File: config.mk
export PLATFORM = sky130hd
export DESIGN_NAME = sumfmt_top
export DESIGN_NICKNAME = d
export VERILOG_FILES = /design/src/rtl/sumfmt_pkg.sv /design/src/rtl/sumfmt_ctrl_reg.sv /design/src/rtl/sumfmt_adder.sv /design/src/rtl/sumfmt_shape.sv /design/src/rtl/sumfmt_top.sv
export SDC_FILE = /design/constraint.sdc
export NUM_CORES = 1
export LEC_CHECK = 0
export BUFFER_PORTS_ARGS = -buffer_cell sky130_fd_sc_hd__buf_2
export CORE_MARGIN = 2
export CORE_UTILIZATION = 46
export CTS_CLUSTER_DIAMETER = 100
export CTS_CLUSTER_SIZE = 16
export DETAILED_ROUTE_END_ITERATION = 10
export PLACE_DENSITY = 0.85
export SLEW_MARGIN = 5
export SYNTH_ARGS = -nofsm -noshare
export SYNTH_HDL_FRONTEND = slang
export SYNTH_SLANG_ARGS = --single-unit
File: constraint.sdc
create_clock -name clk -period 0.8 [get_ports clk]
set_clock_uncertainty 0.05 [all_clocks]
set_input_delay 0.16 -clock clk [delete_from_list [all_inputs] [get_ports clk]]
set_output_delay 0.16 -clock clk [all_outputs]
set_load 0.01 [all_outputs]
File: src/rtl/sumfmt_pkg.sv
package sumfmt_pkg;
  localparam int CLIP_BIT = 0;
  localparam int OBIN_BIT = 1;

  typedef struct packed {
    logic obin;
    logic clip;
  } fmt_ctrl_t;
endpackage

File: src/rtl/sumfmt_ctrl_reg.sv
module sumfmt_ctrl_reg
  import sumfmt_pkg::*;
#(
  parameter int ADDR_W    = 4,
  parameter int DATA_W    = 8,
  parameter int CTRL_ADDR = 0
) (
  input  logic              clk,
  input  logic              rst_n,
  input  logic              we,
  input  logic [ADDR_W-1:0] addr,
  input  logic [DATA_W-1:0] wdata,
  output fmt_ctrl_t         ctrl
);
  localparam logic [ADDR_W-1:0] SEL = ADDR_W'(CTRL_ADDR);

  fmt_ctrl_t ctrl_d, ctrl_q;
  logic      hit;

  always_comb begin
    hit    = we && (addr == SEL);
    ctrl_d = ctrl_q;
    if (hit) begin
      ctrl_d.clip = wdata[CLIP_BIT];
      ctrl_d.obin = wdata[OBIN_BIT];
    end
  end

  always_ff @(posedge clk or negedge rst_n) begin
    if (!rst_n) begin
      ctrl_q <= '0;
    end else if (hit) begin
      ctrl_q <= ctrl_d;
    end
  end

  assign ctrl = ctrl_q;
endmodule

File: src/rtl/sumfmt_adder.sv
module sumfmt_adder #(
  parameter int N_CH = 4,
  parameter int IN_W = 18,
  localparam int SUM_W = IN_W + $clog2(N_CH)
) (
  input  logic [N_CH*IN_W-1:0]    samples,
  output logic signed [SUM_W-1:0] total
);
  localparam int EXT = SUM_W - IN_W;

  logic signed [SUM_W-1:0] chain [N_CH+1];

  assign chain[0] = '0;

  for (genvar i = 0; i < N_CH; i++) begin : g_acc
    logic [IN_W-1:0] lane;
    assign lane         = samples[i*IN_W +: IN_W];
    assign chain[i + 1] = chain[i] + signed'({{EXT{lane[IN_W-1]}}, lane});
  end

  assign total = chain[N_CH];
endmodule

File: src/rtl/sumfmt_shape.sv
module sumfmt_shape #(
  parameter int IN_W  = 18,
  parameter int SUM_W = 20,
  parameter int OUT_W = 16
) (
  input  logic signed [SUM_W-1:0] total,
  input  logic                    clip_en,
  input  logic                    obin_en,
  output logic [OUT_W-1:0]        word
);
  localparam int               HEAD   = SUM_W - IN_W + 1;
  localparam logic [OUT_W-1:0] POS_FS = {1'b0, {(OUT_W-1){1'b1}}};
  localparam logic [OUT_W-1:0] NEG_FS = {1'b1, {(OUT_W-1){1'b0}}};

  logic [HEAD-1:0]  head;
  logic             over;
  logic [OUT_W-1:0] trunc;
  logic [OUT_W-1:0] ranged;

  always_comb begin
    head  = total[SUM_W-1:IN_W-1];
    over  = !((&head) || !(|head));
    trunc = total[IN_W-1 -: OUT_W];
    if (clip_en && over) begin
      ranged = total[SUM_W-1] ? NEG_FS : POS_FS;
    end else begin
      ranged = trunc;
    end
    word = ranged;
    if (obin_en) begin
      word[OUT_W-1] = ~ranged[OUT_W-1];
    end
  end
endmodule

File: src/rtl/sumfmt_top.sv
module sumfmt_top
  import sumfmt_pkg::*;
#(
  parameter int N_CH      = 4,
  parameter int IN_W      = 18,
  parameter int OUT_W     = 16,
  parameter int ADDR_W    = 4,
  parameter int DATA_W    = 8,
  parameter int CTRL_ADDR = 0
) (
  input  logic                 clk,
  input  logic                 rst_n,
  input  logic                 cfg_we,
  input  logic [ADDR_W-1:0]    cfg_addr,
  input  logic [DATA_W-1:0]    cfg_wdata,
  input  logic                 in_valid,
  input  logic [N_CH*IN_W-1:0] in_data,
  output logic                 out_valid,
  output logic [OUT_W-1:0]     out_data
);
  localparam int SUM_W = IN_W + $clog2(N_CH);

  logic [1:0]              rst_pipe;
  logic                    rst_sync_n;
  fmt_ctrl_t               ctrl;
  logic                    ctrl_clip;
  logic                    ctrl_obin;
  logic signed [SUM_W-1:0] total;
  logic [OUT_W-1:0]        word;
  logic [OUT_W-1:0]        data_d, data_q;
  logic                    vld_d, vld_q;

  always_ff @(posedge clk or negedge rst_n) begin
    if (!rst_n) begin
      rst_pipe <= 2'b00;
    end else begin
      rst_pipe <= {rst_pipe[0], 1'b1};
    end
  end
  assign rst_sync_n = rst_pipe[1];

  sumfmt_ctrl_reg #(
    .ADDR_W(ADDR_W), .DATA_W(DATA_W), .CTRL_ADDR(CTRL_ADDR)
  ) u_ctrl (
    .clk(clk), .rst_n(rst_sync_n), .we(cfg_we), .addr(cfg_addr),
    .wdata(cfg_wdata), .ctrl(ctrl)
  );

  assign ctrl_clip = ctrl.clip;
  assign ctrl_obin = ctrl.obin;

  sumfmt_adder #(.N_CH(N_CH), .IN_W(IN_W)) u_add (
    .samples(in_data), .total(total)
  );

  sumfmt_shape #(.IN_W(IN_W), .SUM_W(SUM_W), .OUT_W(OUT_W)) u_shape (
    .total(total), .clip_en(ctrl_clip), .obin_en(ctrl_obin), .word(word)
  );

  always_comb begin
    vld_d  = in_valid;
    data_d = in_valid ? word : data_q;
  end

  always_ff @(posedge clk or negedge rst_sync_n) begin
    if (!rst_sync_n) begin
      vld_q  <= 1'b0;
      data_q <= '0;
    end else begin
      vld_q <= vld_d;
      if (in_valid) begin
        data_q <= data_d;
      end
    end
  end

  assign out_valid = vld_q;
  assign out_data  = data_q;
endmodule

==> results of run 1 <==
==> area by class of cell <==
class | count | area share [%]
multi-input combinational | 186 | 48.3
clock buffer | 4 | 1.08
tap | 75 | 2.25
inverter | 104 | 9.74
timing repair buffer | 169 | 26.0
sequential | 21 | 12.6
==> cell usage after synthesis, types with 2 or more instances <==
cell type / number / area (µm²)
dfrtp_1: 21 / 526
nand2_1: 9 / 33.8
and3_1: 2 / 12.5
a211oi_1: 2 / 15.0
xnor2_1: 9 / 78.8
a2111o_1: 2 / 22.5
inv_1: 104 / 390
ha_1: 17 / 213
nor2_1: 11 / 41.3
o21ai_2: 2 / 17.5
o21a_1: 2 / 15.0
fa_1: 37 / 741
nand2b_1: 2 / 12.5
o21ai_0: 12 / 60.1
nor2b_1: 2 / 12.5
a31oi_1: 2 / 12.5
o221a_2: 13 / 146
or3_1: 2 / 12.5
nor3b_1: 2 / 15.0
nor3_1: 6 / 30.0
o21bai_1: 2 / 15.0
nand4_1: 2 / 12.5
a21oi_1: 10 / 50.1
xor2_1: 5 / 43.8
buf_6: 2 / 22.5
a31o_2: 2 / 17.5
nand3_1: 6 / 30.0
and2_1: 3 / 18.8
a21o_1: 3 / 22.5
==> state kept, by name, summed over array words and instances, names as in the netlist <==
name         flops
u_ctrl.ctrl      2
rst_pipe         2
out_data        16
out_valid        1
==> cell usage in the layout, fill, tap and decap left out, types with 3 or more instances in the layout <==
cell      count
inv_2         6
buf_2        93
buf_6         4
xnor2_1       9
o21ai_1       3
ha_1         16
buf_4        68
clkbuf_8      3
o21ai_0       8
dfrtp_1      21
fa_2          3
nor3_1        4
a21o_1        3
and2_1        3
nand3_1       6
xor2_1        5
o221a_2      12
a21oi_1       9
fa_1         34
nand2_1       9
inv_1        96
nor2_1       11
==> kinds of logic (layout without fill, tap and decap cells) <==
family,count (synthesis),after routing
buf+inv,109,277
simple gates,52,52
fa+ha+maj,54,54
xor+xnor,15,15
other cells,1,1
compound gates,64,64
flops,21,21
==> stage by stage <==
stage / TNS, ps / setup slack [ps]
floorplan: -41870 / -2680
global placement: -44520 / -2770
detailed placement: -46540 / -2900
global route: -46900 / -2730
finish: -43760 / -2570
CTS: -43450 / -2540
==> worst max-delay path: cells and delay by family <==
| family | cells | cell delay [ps] |
|---|---|---|
| fa+ha+maj | 3 | 1210 |
| buf+inv | 5 | 460 |
| simple gates | 2 | 260 |
| compound gates | 6 | 1430 |
==> layer usage <==
layer,global-route usage [%],share of wire [%]
met1,23.8,40
met2,39.1,54
met3,2.19,4.8
met4,3.28,0.99
met5,0,0
==> worst max path at each step <==
stage	startpoint	cells past startpoint	to	slack [ps]
floorplan	in_data[38]	14	out_data[0]	-2680
global placement	in_data[38]	16	out_data[13]	-2770
detailed placement	in_data[38]	16	out_data[3]	-2900
CTS	in_data[1]	15	out_data[3]	-2540
global route	in_data[17]	13	out_data[14]	-2730
finish	in_data[38]	16	out_data[2]	-2570
==> where the power goes <==
group          switching, mW  leakage (nW)  internal (mW)
sequential             0.268         0.242           1.54
combinational           4.11          2.05           4.75
clock                  0.320        0.0228          0.353
==> repair_timing <==
item,4_1_cts,5_1_grt
pin swaps,6,5
gates cloned,0,0
endpoints found under the hold margin,2,0
endpoints found under the setup margin,34,34
hold buffers,1,0
resized for setup,16,11
buffers inserted,14,2
==> results_dict.tcl, run 1 <==
set metrics [dict create \
    run_status "finished, violations left" \
    violations "setup timing" \
    ioPinCount 105 \
    drt_iter0_markers 129 \
    grt.overflow.total 0 \
    r2r_start "u_ctrl.ctrl[0]" \
    wirelength_mm 6.87 \
    hold_path_class "in2reg" \
    fp-row-count 28 \
    drc 0 \
    fillers 444 \
    fin_area_um2 4160 \
    place_inst 538 \
    num_antenna_cells 0 \
    reg2reg_depth 4 \
    finalCriticalPeriod_ps 3370 \
    final_net_count 627 \
    grt_max_degree 20 \
    insertion_delay_ps 250 \
    dieArea_um2 6880 \
    worst_path_max_delay_cell "fa_1" \
    gp_congestion 0.859 \
    postRouteAntennaNets 0 \
    clk_path_buf_depth 2 \
    power_density_nw_per_um2 2720 \
    p_leak_nw 2.31 \
    cts_tree "yes" \
    port_buffers 98 \
    hpwl_mm 5.63 \
    syn_area_um2 2870 \
    grt_util_all_layers_pct 20.1 \
    vdd_drop_max_v 0.00193 \
    finalPower_mw 11.3 \
    synth_flop_cell "dfrtp_1" \
    clock-root-buffer "clkbuf_8" \
    synth.yosys.seq_area_share_pct 18.3 \
    routed_via_density 4.84 \
    vias 2706 \
    multi_input_area_um2 2010 \
    grt_pass1_vias 2823 \
    htree_num_levels 1 \
    ys_seq_elements 21 \
    crit_arrival_ps 3510 \
    period_share_pct 421 \
    synthArstFlopShare_pct 100 \
    clk_pin_slew_ps 70 \
    setup_violations 34 \
    seqCellArea_um2 526 \
    final_hold_viol_count 0 \
    dr.pass1.iters 4 \
    start_util_pct 47.9 \
    placed_cell_area_um2 3860 \
    synth-edff-count 0 \
    syn_nets 458 \
    crit_top_cell "fa_1" \
    worst_setup_path_start_kind "input port" \
    synth_fa_ha_area_share_pct 33.2 \
    yosysUniqueCellTypes 51 \
    yosys_warnings 0 \
    area_delta_synth_final_pct 45.1 \
    cap_violations 0 \
    synthMuxAreaShare_pct 0 \
    final_cells 559 \
    drv_slew 0 \
    min_to "u_ctrl.ctrl[1]" \
    synthXorXnorAreaFrac_pct 4.84 \
    avgSynthCellArea_um2 9.08 \
    synth-compound-area-share_pct 18.8 \
    cp.required_ps 940 \
    post_drt_wl_per_cell_um 12.3 \
    layout-drive-gt1-share_pct 45.7 \
    hold_ws_ps 75.5 \
    end_kind "register" \
    die_h_um 83.0 \
    cpPeakStageDelay_ps 520 \
    synth-simple-area-share_pct 9.33 \
    antenna_found_initial 0 \
    coreArea_um2 5990 \
    synth_top_family_by_area "adder cells" \
    numCtsBuffers 3 \
    timing.hold.worst_path_depth 3 \
    reg2reg_to "out_data[15]" \
    max_freq_ghz 0.297 \
    cp_max_fo 14 \
    synth_cells 316 \
    path_class "in2reg" \
    r2r_slack_ps -450 \
    hp-start "cfg_wdata[1]" \
    setup_ws_ps -2570 \
    rsz0062_at_grt "yes" \
    cts_sinks 21 \
    die_w_um 83.0 \
    post-route-util_pct 69.5 \
    path_cells "buf_8 > inv_8 > fa_1 > fa_1 > inv_2 > buf_4 > ha_1 > a2111o_1 > a31o_2 > nand4_1 > a21bo_2 > nand3_1 > o21a_1 > o31ai_4 > buf_12 > o221a_2" \
    grt_first_pass_wirelength_mm 11.8 \
]
Power figures use the tool's default switching activity.
==> inputs of run 2 (changes only) <==
--- a/config.mk
+++ b/config.mk
@@ -7,11 +7,11 @@
 export LEC_CHECK = 0
 export BUFFER_PORTS_ARGS = -buffer_cell sky130_fd_sc_hd__buf_2
 export CORE_MARGIN = 2
-export CORE_UTILIZATION = 46
+export CORE_UTILIZATION = 50
 export CTS_CLUSTER_DIAMETER = 100
 export CTS_CLUSTER_SIZE = 16
 export DETAILED_ROUTE_END_ITERATION = 10
-export PLACE_DENSITY = 0.85
+export PLACE_DENSITY = 0.88
 export SLEW_MARGIN = 5
 export SYNTH_ARGS = -nofsm -noshare
 export SYNTH_HDL_FRONTEND = slang
==> constraint.sdc (replaced) <==
create_clock -name clk -period 3.35 [get_ports clk]
set_clock_uncertainty 0.05 [all_clocks]
set_input_delay 0.67 -clock clk [delete_from_list [all_inputs] [get_ports clk]]
set_output_delay 0.67 -clock clk [all_outputs]
set_load 0.01 [all_outputs]
==> run 2 against run 1 <==
The run still ends with setup timing left; design area down 1.9%; non-clock buffer count down 12; final cell count down 2.7%; sequential share of layout area up 0.24 points; register-to-register slack better by 2400 ps; sequential power down 75%; first-iteration DRC count down 60%; clock power down 76%; wire length down 4.5%; count of clock-buffer cells in the layout unchanged; flip-flop and latch count unchanged.
==> results_dict.tcl, run 2 (synthesis results as in run 1) <==
set metrics [dict create \
    layout_common_cells "98 x inv_1, 94 x buf_2, 54 x buf_4" \
    grt.overflow.total 0 \
    final_cells 544 \
    ioPinCount 105 \
    coreArea_um2 5540 \
    cts_tree "yes" \
    largest_reg_flops 16 \
    cpPeakStageDelay_ps 510 \
    insertion_delay_ps 260 \
    grt_first_pass_wirelength_mm 11.1 \
    run_status "finished, violations left" \
    num_antenna_cells 0 \
    violations "setup timing" \
    final_hold_viol_count 0 \
    die_h_um 79.8 \
    vdd_drop_max_v 0.000396 \
    cap_violations 0 \
    fp-row-count 27 \
    grt_pass1_vias 2720 \
    postRouteAntennaNets 0 \
    finalPower_mw 2.63 \
    dieArea_um2 6360 \
    setup_violations 16 \
    maxSlewHeadroom_pct 52.8 \
    clock-root-buffer "clkbuf_8" \
    crit_start "in_data[38]" \
    clk_path_buf_depth 2 \
    cp_max_fo 5 \
    r2r_start "u_ctrl.ctrl[0]" \
    layout-drive-gt1-share_pct 43.2 \
    hold_path_class "in2async" \
    antenna_found_initial 0 \
    die_w_um 79.8 \
    critPathBufInv 5 \
    cp.required_ps 3500 \
    crit_family "adder cells" \
    area_delta_synth_final_pct 42.3 \
    worstMarginPinSlew_ps 707 \
    drv_slew 0 \
    htree_num_levels 1 \
    port_buffers 98 \
    crit_top_cell "fa_1" \
    period_share_pct 115 \
    finalCriticalPeriod_ps 3860 \
    worst_path_max_delay_cell "fa_1" \
    dr.pass1.iters 4 \
    place_inst 532 \
    drc 0 \
    p_leak_nw 2.26 \
    routed_via_density 4.87 \
    max_freq_ghz 0.259 \
    numCtsBuffers 3 \
    start_util_pct 51.8 \
    gp_congestion 0.842 \
    cts_hold_buffers 0 \
    drt_iter0_markers 51 \
    path_cells "buf_8 > inv_8 > fa_1 > fa_1 > inv_2 > fa_2 > a211oi_2 > nor2_2 > o41ai_4 > buf_4 > o21ai_4 > o21ai_2 > xnor2_2 > o31ai_4 > buf_6 > o221a_4" \
    cts_sinks 21 \
    final_net_count 615 \
    grt_max_degree 23 \
    wirelength_mm 6.56 \
    crit_arrival_ps 4010 \
    power_density_nw_per_um2 643 \
    setup_ws_ps -509 \
    rsz0062_at_grt "yes" \
    end_kind "register" \
    grt_util_all_layers_pct 21.6 \
    hpwl_mm 5.42 \
    layout_commonest_cell "inv_1" \
    post_drt_wl_per_cell_um 12.1 \
    vias 2649 \
    path_class "in2reg" \
    clk_pin_slew_ps 70 \
    worst_setup_path_start_kind "input port" \
]
run 2: worst register-to-register path, delay by kind of cell, from the launching register on:
kind / cells / cell delay, ps
flip-flops: 1 / 430
AO/OA/AOI/OAI: 2 / 530
buffers and inverters: 2 / 300
run 2: layout make-up:
cell class | count | area [µm²]
Multi-Input combinational cell | 186 | 2030
Tap cell | 72 | 90.1
Clock buffer | 4 | 45.0
Sequential cell | 21 | 526
Timing Repair Buffer | 157 | 985
Fill cell | 401 | 1460
Inverter | 104 | 405
run 2: path summary, 6_finish.rpt:
check	depth (start not counted)	slack, ps	endpoint
min in group clk	0	320	rst_pipe[1]
setup reg to reg	4	1990	out_data[10]
hold reg to reg	0	250	out_data[12]
setup / recovery	16	-510	out_data[10]
hold / removal	1	130	rst_pipe[0]
max in group asynchronous	0	2560	out_data[11]
run 2: through the flow:
stage               util [%]  instance area (µm²)  setup WS (ps)  hold WS [ps]  TNS (ps)
detailed placement      69.1                 3830           -855           276    -13270
global placement        69.1                 3830           -738           258    -11540
CTS                     72.0                 3990           -512           126     -7680
global route            73.7                 4080           -656           126    -10180
finish                  73.7                 4080           -509           133     -7810
floorplan                  -                 2910           -638           190     -9210
run 2: metal layers:
metal | share of wire (%) | wire length, µm | global-route usage (%)
met5 | 0 | 0 | 0
met4 | 2.3 | 154 | 7.63
met1 | 40 | 2630 | 26.3
met2 | 53 | 3480 | 39.9
met3 | 4.5 | 294 | 1.70
run 2: power breakdown:
part | total, mW | internal, mW | switching (mW)
clock network | 0.160 | 0.0846 | 0.0758
logic | 2.02 | 1.09 | 0.938
registers | 0.445 | 0.368 | 0.0766
run 2: what timing repair did:
item,in CTS,in global routing
gates cloned,1,0
gates resized for setup,14,13
endpoints found under the setup margin,16,16
buffers inserted,4,3
pin swaps,11,12
